**src/rtl/sd_clk_pkg.sv**
```systemverilog
package sd_clk_pkg;
  localparam int unsigned REG_W     = 32;
  localparam int unsigned INT_EN_B  = 0;
  localparam int unsigned STABLE_B  = 1;
  localparam int unsigned SD_EN_B   = 2;
  localparam int unsigned DIV_LSB   = 8;
  localparam int unsigned DIV_W     = 8;
  localparam int unsigned TMO_LSB   = 16;
  localparam int unsigned TMO_W     = 4;
  localparam int unsigned RST_LSB   = 24;
  localparam int unsigned RST_W     = 3;
  // reset pulse index
  localparam int unsigned RST_ALL   = 0;
  localparam int unsigned RST_CMD   = 1;
  localparam int unsigned RST_DAT   = 2;

  typedef struct packed {
    logic             int_en;
    logic             sd_en;
    logic [DIV_W-1:0] div;
    logic [TMO_W-1:0] tmo;
  } clk_cfg_t;

  // Divisor code -> strobe period minus one
  function automatic logic [DIV_W-1:0] div_period_m1(input logic [DIV_W-1:0] code);
    logic [DIV_W-1:0] p;
    p = '1;
    if (code == '0) begin
      p = '0;
    end else if ($countones(code) == 1) begin
      for (int k = 0; k < int'(DIV_W); k++) begin
        if (code[k]) p = DIV_W'((16'd2 << k) - 16'd1);
      end
    end
    return p;
  endfunction
endpackage

```
**src/rtl/sd_clk_gen.sv**
```systemverilog
module sd_clk_gen #(
  parameter int unsigned STABLE_CYCLES = 16,
  parameter int unsigned DIV_W         = 8
) (
  input  logic             clk_i,
  input  logic             rst_ni,
  input  logic             int_en_i,
  input  logic             sd_en_i,
  input  logic [DIV_W-1:0] period_m1_i,
  output logic             stable_o,
  output logic             tick_o
);
  localparam int unsigned SW = $clog2(STABLE_CYCLES + 1);

  logic [SW-1:0]    stab_cnt_q;
  logic [DIV_W-1:0] div_cnt_q;
  logic             run;
  logic             wrap;

  always_ff @(posedge clk_i or negedge rst_ni) begin
    if (!rst_ni)                            stab_cnt_q <= '0;
    else if (!int_en_i)                     stab_cnt_q <= '0;
    else if (stab_cnt_q != SW'(STABLE_CYCLES)) stab_cnt_q <= stab_cnt_q + 1'b1;
  end

  assign stable_o = int_en_i && (stab_cnt_q == SW'(STABLE_CYCLES));
  assign run      = stable_o && sd_en_i;
  // >= so a shrinking divisor never overruns
  assign wrap     = div_cnt_q >= period_m1_i;

  always_ff @(posedge clk_i or negedge rst_ni) begin
    if (!rst_ni)   div_cnt_q <= '0;
    else if (!run) div_cnt_q <= '0;
    else if (wrap) div_cnt_q <= '0;
    else           div_cnt_q <= div_cnt_q + 1'b1;
  end

  assign tick_o = run && wrap;
endmodule

```
**src/rtl/sd_dat_timer.sv**
```systemverilog
module sd_dat_timer #(
  parameter int unsigned BASE_EXP = 13,
  parameter int unsigned MAX_CODE = 14,
  parameter int unsigned TMO_W    = 4
) (
  input  logic             clk_i,
  input  logic             rst_ni,
  input  logic [TMO_W-1:0] tmo_code_i,
  input  logic             tick_i,
  input  logic             wait_i,
  input  logic             restart_i,
  output logic             timeout_o
);
  localparam int unsigned CNT_W = BASE_EXP + MAX_CODE + 1;

  logic [TMO_W-1:0] eff_code;
  logic [CNT_W-1:0] limit_m1;
  logic [CNT_W-1:0] cnt_q;
  logic             done_q;
  logic             to_q;

  assign eff_code = (tmo_code_i > TMO_W'(MAX_CODE)) ? TMO_W'(MAX_CODE) : tmo_code_i;
  assign limit_m1 = (CNT_W'(1) << (BASE_EXP + int'(eff_code))) - CNT_W'(1);

  always_ff @(posedge clk_i or negedge rst_ni) begin
    if (!rst_ni) begin
      cnt_q  <= '0;
      done_q <= 1'b0;
      to_q   <= 1'b0;
    end else begin
      to_q <= 1'b0;
      if (!wait_i || restart_i) begin
        cnt_q  <= '0;
        done_q <= 1'b0;
      end else if (tick_i && !done_q) begin
        if (cnt_q >= limit_m1) begin
          cnt_q  <= '0;
          done_q <= 1'b1;
          to_q   <= 1'b1;
        end else begin
          cnt_q <= cnt_q + 1'b1;
        end
      end
    end
  end

  assign timeout_o = to_q;
endmodule

```
**src/rtl/sd_soft_reset.sv**
```systemverilog
module sd_soft_reset #(
  parameter int unsigned RST_W = 3
) (
  input  logic             clk_i,
  input  logic             rst_ni,
  input  logic             we_i,
  input  logic [RST_W-1:0] req_i,
  output logic [RST_W-1:0] pulse_o
);
  for (genvar g = 0; g < int'(RST_W); g++) begin : g_req
    logic q;
    always_ff @(posedge clk_i or negedge rst_ni) begin
      if (!rst_ni) q <= 1'b0;
      else         q <= we_i && req_i[g];
    end
    assign pulse_o[g] = q;
  end
endmodule

```
**src/rtl/sd_clk_ctrl.sv**
```systemverilog
module sd_clk_ctrl
  import sd_clk_pkg::*;
#(
  parameter int unsigned STABLE_CYCLES = 16,
  parameter int unsigned TO_BASE_EXP   = 13,
  parameter int unsigned TO_MAX_CODE   = 14
) (
  input  logic        clk_i,
  input  logic        rst_ni,
  input  logic        reg_we_i,
  input  logic [31:0] reg_wdata_i,
  output logic [31:0] reg_rdata_o,
  input  logic        tmclk_tick_i,
  input  logic        dat_wait_i,
  input  logic        dat_act_i,
  output logic        sdclk_tick_o,
  output logic        dat_timeout_o,
  output logic        rst_all_o,
  output logic        rst_cmd_o,
  output logic        rst_dat_o
);
  clk_cfg_t         cfg_q;
  logic [RST_W-1:0] rst_req;
  logic [RST_W-1:0] rst_pulse;
  logic [DIV_W-1:0] period_m1;
  logic             stable;
  logic             restart;
  logic             unused_wdata;

  assign rst_req = reg_wdata_i[RST_LSB +: RST_W];

  always_ff @(posedge clk_i or negedge rst_ni) begin
    if (!rst_ni) begin
      cfg_q <= '0;
    end else if (reg_we_i) begin
      cfg_q.tmo <= reg_wdata_i[TMO_LSB +: TMO_W];
      if (rst_req[RST_ALL]) begin
        cfg_q.int_en <= 1'b0;
        cfg_q.sd_en  <= 1'b0;
        cfg_q.div    <= '0;
      end else begin
        cfg_q.int_en <= reg_wdata_i[INT_EN_B];
        cfg_q.sd_en  <= reg_wdata_i[SD_EN_B];
        cfg_q.div    <= reg_wdata_i[DIV_LSB +: DIV_W];
      end
    end
  end

  assign period_m1 = div_period_m1(cfg_q.div);

  sd_clk_gen #(
    .STABLE_CYCLES(STABLE_CYCLES),
    .DIV_W        (DIV_W)
  ) u_gen (
    .clk_i      (clk_i),
    .rst_ni     (rst_ni),
    .int_en_i   (cfg_q.int_en),
    .sd_en_i    (cfg_q.sd_en),
    .period_m1_i(period_m1),
    .stable_o   (stable),
    .tick_o     (sdclk_tick_o)
  );

  sd_soft_reset #(.RST_W(RST_W)) u_rst (
    .clk_i  (clk_i),
    .rst_ni (rst_ni),
    .we_i   (reg_we_i),
    .req_i  (rst_req),
    .pulse_o(rst_pulse)
  );

  assign restart = dat_act_i | rst_pulse[RST_ALL] | rst_pulse[RST_DAT];

  sd_dat_timer #(
    .BASE_EXP(TO_BASE_EXP),
    .MAX_CODE(TO_MAX_CODE),
    .TMO_W   (TMO_W)
  ) u_tmo (
    .clk_i     (clk_i),
    .rst_ni    (rst_ni),
    .tmo_code_i(cfg_q.tmo),
    .tick_i    (tmclk_tick_i),
    .wait_i    (dat_wait_i),
    .restart_i (restart),
    .timeout_o (dat_timeout_o)
  );

  always_comb begin
    reg_rdata_o                        = '0;
    reg_rdata_o[INT_EN_B]              = cfg_q.int_en;
    reg_rdata_o[STABLE_B]              = stable;
    reg_rdata_o[SD_EN_B]               = cfg_q.sd_en;
    reg_rdata_o[DIV_LSB +: DIV_W]      = cfg_q.div;
    reg_rdata_o[TMO_LSB +: TMO_W]      = cfg_q.tmo;
    reg_rdata_o[RST_LSB +: RST_W]      = rst_pulse;
  end

  assign rst_all_o = rst_pulse[RST_ALL];
  assign rst_cmd_o = rst_pulse[RST_CMD];
  assign rst_dat_o = rst_pulse[RST_DAT];

  assign unused_wdata = ^{reg_wdata_i[31:27], reg_wdata_i[23:20],
                          reg_wdata_i[7:3], reg_wdata_i[1]};
endmodule

```
**config.mk**
```make
export PLATFORM = sky130hd
export DESIGN_NAME = sd_clk_ctrl
export DESIGN_NICKNAME = d
export VERILOG_FILES = /design/src/rtl/sd_clk_pkg.sv /design/src/rtl/sd_clk_gen.sv /design/src/rtl/sd_dat_timer.sv /design/src/rtl/sd_soft_reset.sv /design/src/rtl/sd_clk_ctrl.sv
export SDC_FILE = /design/constraint.sdc
export NUM_CORES = 1
export LEC_CHECK = 0
export BUFFER_PORTS_ARGS = -buffer_cell sky130_fd_sc_hd__buf_2
export CAP_MARGIN = 10
export CELL_PAD_IN_SITES_DETAIL_PLACEMENT = 0
export CELL_PAD_IN_SITES_GLOBAL_PLACEMENT = 2
export CORE_UTILIZATION = 31
export CTS_CLUSTER_SIZE = 25
export DETAILED_ROUTE_END_ITERATION = 12
export PLACE_DENSITY = 0.75
export SETUP_SLACK_MARGIN = 0.5
export SLEW_MARGIN = 10
export SYNTH_ARGS = -nofsm -noshare
export SYNTH_HDL_FRONTEND = slang
export SYNTH_SLANG_ARGS = --single-unit
```
**constraint.sdc**
```tcl
create_clock -name clk_i -period 6.2 [get_ports clk_i]
set_input_delay 1.24 -clock clk_i [delete_from_list [all_inputs] [get_ports clk_i]]
set_output_delay 1.24 -clock clk_i [all_outputs]
set_load 0.005 [all_outputs]
```
# --- Word level (Yosys, flattened, before mapping) ---
# Index checks and enable logic that the tools add are counted.
classes:
  n_shift: 1
  n_eq_ne: 4
  n_bitwise: 2
  order_cmp: 3
  addsub: 12
  muxes: 25
  reduce_logical: 14
ops:
  columns: ["op", "n"]
  rows:
  - ["8-bit two-way mux", 12]
  - ["28-bit two-way mux", 3]
  - ["1-bit by 32-bit << shifter with 28-bit output (first input constant)", 1]
  - ["28-bit by 1-bit adder with 28-bit output (second input constant)", 1]
  - ["28-bit greater-or-equal comparator", 1]
  - ["28-bit by 2-bit subtractor with 28-bit output (second input constant)", 1]
  - ["10-bit two-way mux", 1]
  - ["5-bit two-way mux", 2]
  - ["1-bit by 1-bit adder with 2-bit output", 4]
  - ["8-bit by 1-bit adder with 8-bit output (second input constant)", 1]
  - ["8-bit greater-or-equal comparator", 1]
  - ["8-bit logical NOT", 1]
  - ["1-bit logical AND", 7]
  - ["2-bit by 2-bit adder with 3-bit output", 2]
  - ["1-bit two-way mux", 6]
  - ["4-bit by 4-bit adder with 5-bit output (first input constant)", 1]
  - ["5-bit by 1-bit adder with 5-bit output (second input constant)", 1]
  - ["5-bit == test (second input constant)", 1]
  - ["5-bit != test (second input constant)", 1]
  - ["3-bit by 3-bit adder with 4-bit output", 1]
  - ["4-bit by 1-bit == test with 1-bit output (second input constant)", 1]
  - ["4-bit greater-than comparator (second input constant)", 1]
  - ["4-bit two-way mux", 1]
  - ["2-bit nonzero test", 2]
  - ["other kinds (5)", 7]
totals:
  input_bits: 38
  wordCells: 73
  reg_bits: 60
  out_inout_bits: 37

# --- Depth between registers and ports, before layout ---
depth:
  word_depth: 13
  depth_mapped: 21

# --- Hierarchy ---
# From an unflattened synthesis, not the netlist that was laid out.
unflattened:
  hier_cells: 484
  area_unflattened_um2: 4513.1
by_module_without_submodules:
  columns: ["module", "instances", "seq_area_each_um2", "cells_per_inst", "area_each_um2"]
  rows:
  - ["sd_dat_timer", 1, 750.7, 287, 2472.4]
  - ["sd_clk_ctrl", 1, 350.3, 105, 1001.0]
  - ["sd_clk_gen", 1, 325.3, 83, 923.4]
  - ["sd_soft_reset", 1, 75.1, 9, 116.4]

# --- Worst setup path before layout ---
# Ideal clock, no wire load.
synth_path:
  path_type: "register to output"
  startpoint: "register cfg_q (netlist bit reg_rdata_o[8])"
  endpoint: "output sdclk_tick_o"
  n_path_buf: 1
  arrival_ps: 4777
  slack_ps: 183
  path_stages_with_launch: 21
  cell_sequence: "dfrtp_1 > fa_1 > inv_1 > fa_1 > fa_1 > inv_1 > ha_1 > inv_1 > fa_1 > nor2_1 > a31o_2 > nand3_1 > or4_1 > o31ai_1 > ha_1 > and3_1 > a21oi_1 > o21ai_0 > o41a_1 > clkbuf_1 > and3_1"
synth_between:
  elab_chain_len: 12
  elab_cells_between_ends: 17
  classes_between: "add/sub: 3; order compare: 1; eq/ne: 1; mux: 10; reduce/logical: 2"
synth_lines:
  columns: ["item", "line_no", "rtl"]
  rows:
  - ["start, declared", "sd_clk_ctrl.sv:22", "clk_cfg_t cfg_q;"]
  - ["parallel branches: the longest is 9 deep, another holds 3-bit by 3-bit adder with 4-bit output", null, null]
  - ["8-bit two-way mux (*)", "sd_clk_pkg.sv:28", "if (code == '0) begin"]
  - ["8-bit greater-or-equal comparator (*)", "sd_clk_gen.sv:29", "assign wrap = div_cnt_q >= period_m1_i;"]
  - ["1-bit logical AND (*)", "sd_clk_gen.sv:38", "assign tick_o = run && wrap;"]
  - ["end, declared", "sd_clk_ctrl.sv:16", "output logic sdclk_tick_o,"]
# Every way passes the cells marked *.

# --- Worst setup path in the final report ---
# Same ends and word-level chain as after synthesis.

==> run summary <==
Final Hold Fails: 0
Mapped Area: 4190 sq um
Final Setup Violations: 1
DP HPWL: 6.69 mm
Multi-input gate area: 2480 sq um
H-tree lvl count: 3
Inserted Diodes: 0
Mean Syn Cell Area: 9.21 sq um
Flip-flop and latch count after synthesis: 60
Final antenna-violating net count: 0
NumNets Final: 591
Antenna violations before repair: 0
First-pass GRT wire length: 15.5 mm
Largest net degree at the start of global routing: 61
Run status: complete, but fails checks
Die ar.: 14000 sq um
Leak: 2.30 nW
Pre-CTS setup slack: 0.00189 ns
Routed WL: 9.08 mm
Final WS setup: -0.212 ns
Clock sinks: 60
GRT Util Overall: 13.9%
DIE HEIGHT: 118 microns
Chip width: 118 microns
RSZ-0062 raised after global routing: yes
Hold Crit Class: reg -> reg
Mapped Cells: 455
Vias per cell: 4.77
Failing checks: setup timing
1st-iter DRT viols: 133
Critical Path Start Type: register
Post-CTS Hold Buffers: 0
Number of global-route vias before repair: 3154
Synth area leaders: dfrtp_1 (36%), ha_1 (14%), xor2_1 (4.4%), buf_4 (3.9%), nor2_1 (3.4%)
Initial cell density of the core: 31.8%
FF/Latch Area: 1500 sq um
Worst slew margin: 21.6%
Crit path time final: 6.41 ns
Drt wl/cell: 13.3 microns
Core Area: 13200 sq um
Yosys top cell area share: 35.8%
Clk pin slew, worst setup/hold paths: 0.05 ns
Drt first pass iters: 4
Final number of max-transition violations: 0
I/O Buffers: 45
Sequential share of the synthesized area: 35.8%
Vias: 3255
Dominant cell type by area after synthesis: dfrtp_1
Synth async-reset ratio: 100%
CTS tree: yes
Logic pwr share: 17.4%
Yosys warns: 0
Io pins: 75
Slew @ Worst Pin: 1.17 ns
GPL Wtd Cong: 0.746
# rows: 42
Kind of critical path: reg -> out
PwrDens: 218 nW/um^2
Layout Utilization: 36.9%
Max clock buf depth: 2
Final period util: 103%
Crit-path max FO: 4
Max capacitance violation total: 0
Flop pwr share: 39.5%
Post-synth EDFFs: 0
Switching Fraction: 27.3%
Netlist cell types: 53
Cell-internal power: 0.770 mW
Num CTS Buffers: 9
Filler Cells Inserted: 1373
Highest ir drop seen on vdd: 0.0000957 V
Setup Skew: 0.00708 ns
Clk_lat worst skew: 0.32 ns
Max Clk Rate: 156 MHz
CP endpoint kind: output pin
Psw: 0.289 mW
Grt ovf: 0
Drc violations: 0
Root Buffer: clkbuf_16
Main flop type after synthesis: dfrtp_1
Worst EP arrival: 5.17 ns
Area grow syn2layout: 16.0%
Critical Path RT: 4.96 ns
Clock power share: 43.1%
Fraction of layout cells with a size suffix above 1: 17.0%
==> cells in the mapped netlist, drive strengths merged (9+ instances only) <==
cell,instances
dfrtp,60
nor3,16
nand3,24
o21ai,24
a21oi,21
nor2,38
nand3b,11
clkbuf,9
inv,33
nand2,30
buf,25
ha,46
xnor2,12
xor2,21
==> layer usage <==
layer / vias up / global-route usage, % / share of wire (%)
li1: 1632 / - / -
met1: 1544 / 18.7 / 49
met2: 70 / 22.4 / 46
met3: 9 / 1.93 / 3.3
met4: 0 / 6.01 / 1.7
met5: - / 0 / 0
==> worst paths after layout <==
check	depth (start not counted)	slack, ns	endpoint	startpoint
worst max register to register	20	1.18	u_gen.div_cnt_q[1]	reg_rdata_o[8]
max in group asynchronous	2	4.58	u_tmo.cnt_q[18]	rst_ni
worst min-delay path	2	0.53	u_tmo.done_q	u_tmo.done_q
worst max-delay path	20	-0.21	sdclk_tick_o	reg_rdata_o[8]
worst min register to register	2	0.53	u_tmo.done_q	u_tmo.done_q
min in group asynchronous	2	1.10	u_tmo.cnt_q[9]	rst_ni
==> cells by family (layout without fill, tap and decap cells) <==
kind of cell,Yosys count,in the layout,share of synthesized area [%]
other cells,2,23,0.179
simple gates,169,169,21.3
buf+inv,67,98,8.33
fa+ha+maj,50,50,15.6
xor+xnor,33,33,6.89
mux,4,4,1.04
flops,60,60,35.8
compound gates,70,70,10.8
==> critical path: stages, from the launching register on <==
cell and delay [ns]:
dfrtp_1 0.40, fa_1 0.53, inv_1 0.05, fa_1 0.49, fa_1 0.44, inv_2 0.08
ha_4 0.13, inv_2 0.04, fa_2 0.33, nor2_1 0.10, a31o_2 0.19, nand3_4 0.09
or4_4 0.53, o31ai_4 0.18, ha_1 0.26, a21o_1 0.17, a21oi_2 0.13, o21ai_1 0.08
o41a_1 0.33, and3_1 0.18, buf_2 0.12
==> state kept, by name, indices dropped and copies added, names as in the netlist <==
signal            flops
u_tmo.cnt_q          28
u_rst.g_req.q         3
reg_rdata_o          14
u_tmo.done_q          1
u_gen.stab_cnt_q      5
u_tmo.timeout_o       1
u_gen.div_cnt_q       8
==> layout make-up <==
cell class,count,share of cell area (%)
multi-input cells,349,51.1
clock buffers,13,5.35
repair buffers,50,5.40
flip-flops and latches,60,30.9
clock inverters,2,0.206
inverters,33,2.55
well taps,176,4.53
==> timing repair <==
| item | CTS | global route |
|---|---|---|
| gates resized for setup | 6 | 5 |
| buffers inserted | 0 | 1 |
| setup endpoints to repair | 1 | 1 |
| pin swaps | 1 | 2 |
| gates cloned | 0 | 0 |
==> placed cells by master (no fill, tap or decap), types with 2 or more instances in the layout <==
master / count
or2_2: 2
and2_1: 8
nand4_1: 7
nor4_1: 2
dfrtp_1: 60
nor3_1: 16
conb_1: 23
and3_1: 7
nand2_1: 30
xor2_1: 21
o31ai_1: 5
or4_1: 3
fa_1: 3
a211oi_1: 2
o21ai_0: 23
inv_1: 31
clkbuf_16: 9
clkbuf_8: 2
o31ai_4: 2
nand2b_1: 4
nor3b_1: 2
inv_2: 2
a21o_1: 4
ha_1: 45
a21oi_1: 20
mux2_2: 3
xnor2_1: 12
nand3_1: 23
a211o_1: 2
clkinv_2: 2
clkbuf_1: 2
buf_2: 45
nor2b_1: 3
nor2_1: 38
or3_1: 2
nand3b_1: 11
buf_4: 5
==> stage by stage <==
| step | hold slack (ns) | total power, mW | instances | setup TNS, ns | area [sq um] |
|---|---|---|---|---|---|
| 3_5_place_dp | 0.523 | 0.585 | 667 | 0 | 4540 |
| 6_report | 0.529 | 1.06 | 683 | -0.212 | 4860 |
| 5_1_grt | 0.548 | 1.12 | 683 | -0.422 | 4860 |
| 4_1_cts | 0.529 | 1.06 | 682 | -0.223 | 4820 |
| 2_1_floorplan | 0.474 | 0.539 | 476 | 0 | 4290 |
| 3_3_place_gp | 0.517 | 0.579 | 667 | 0 | 4540 |
==> power by group through the flow <==
| stage | clock (mW) | combinational [mW] | sequential, mW |
|---|---|---|---|
| 6_report | 0.456 | 0.185 | 0.418 |
| 5_1_grt | 0.484 | 0.213 | 0.420 |
| 4_1_cts | 0.471 | 0.167 | 0.418 |
| 3_5_place_dp | 0 | 0.160 | 0.424 |
| 3_3_place_gp | 0 | 0.155 | 0.424 |
| 2_1_floorplan | 0 | 0.120 | 0.419 |
Note: power is estimated with default switching activity, not from simulation.
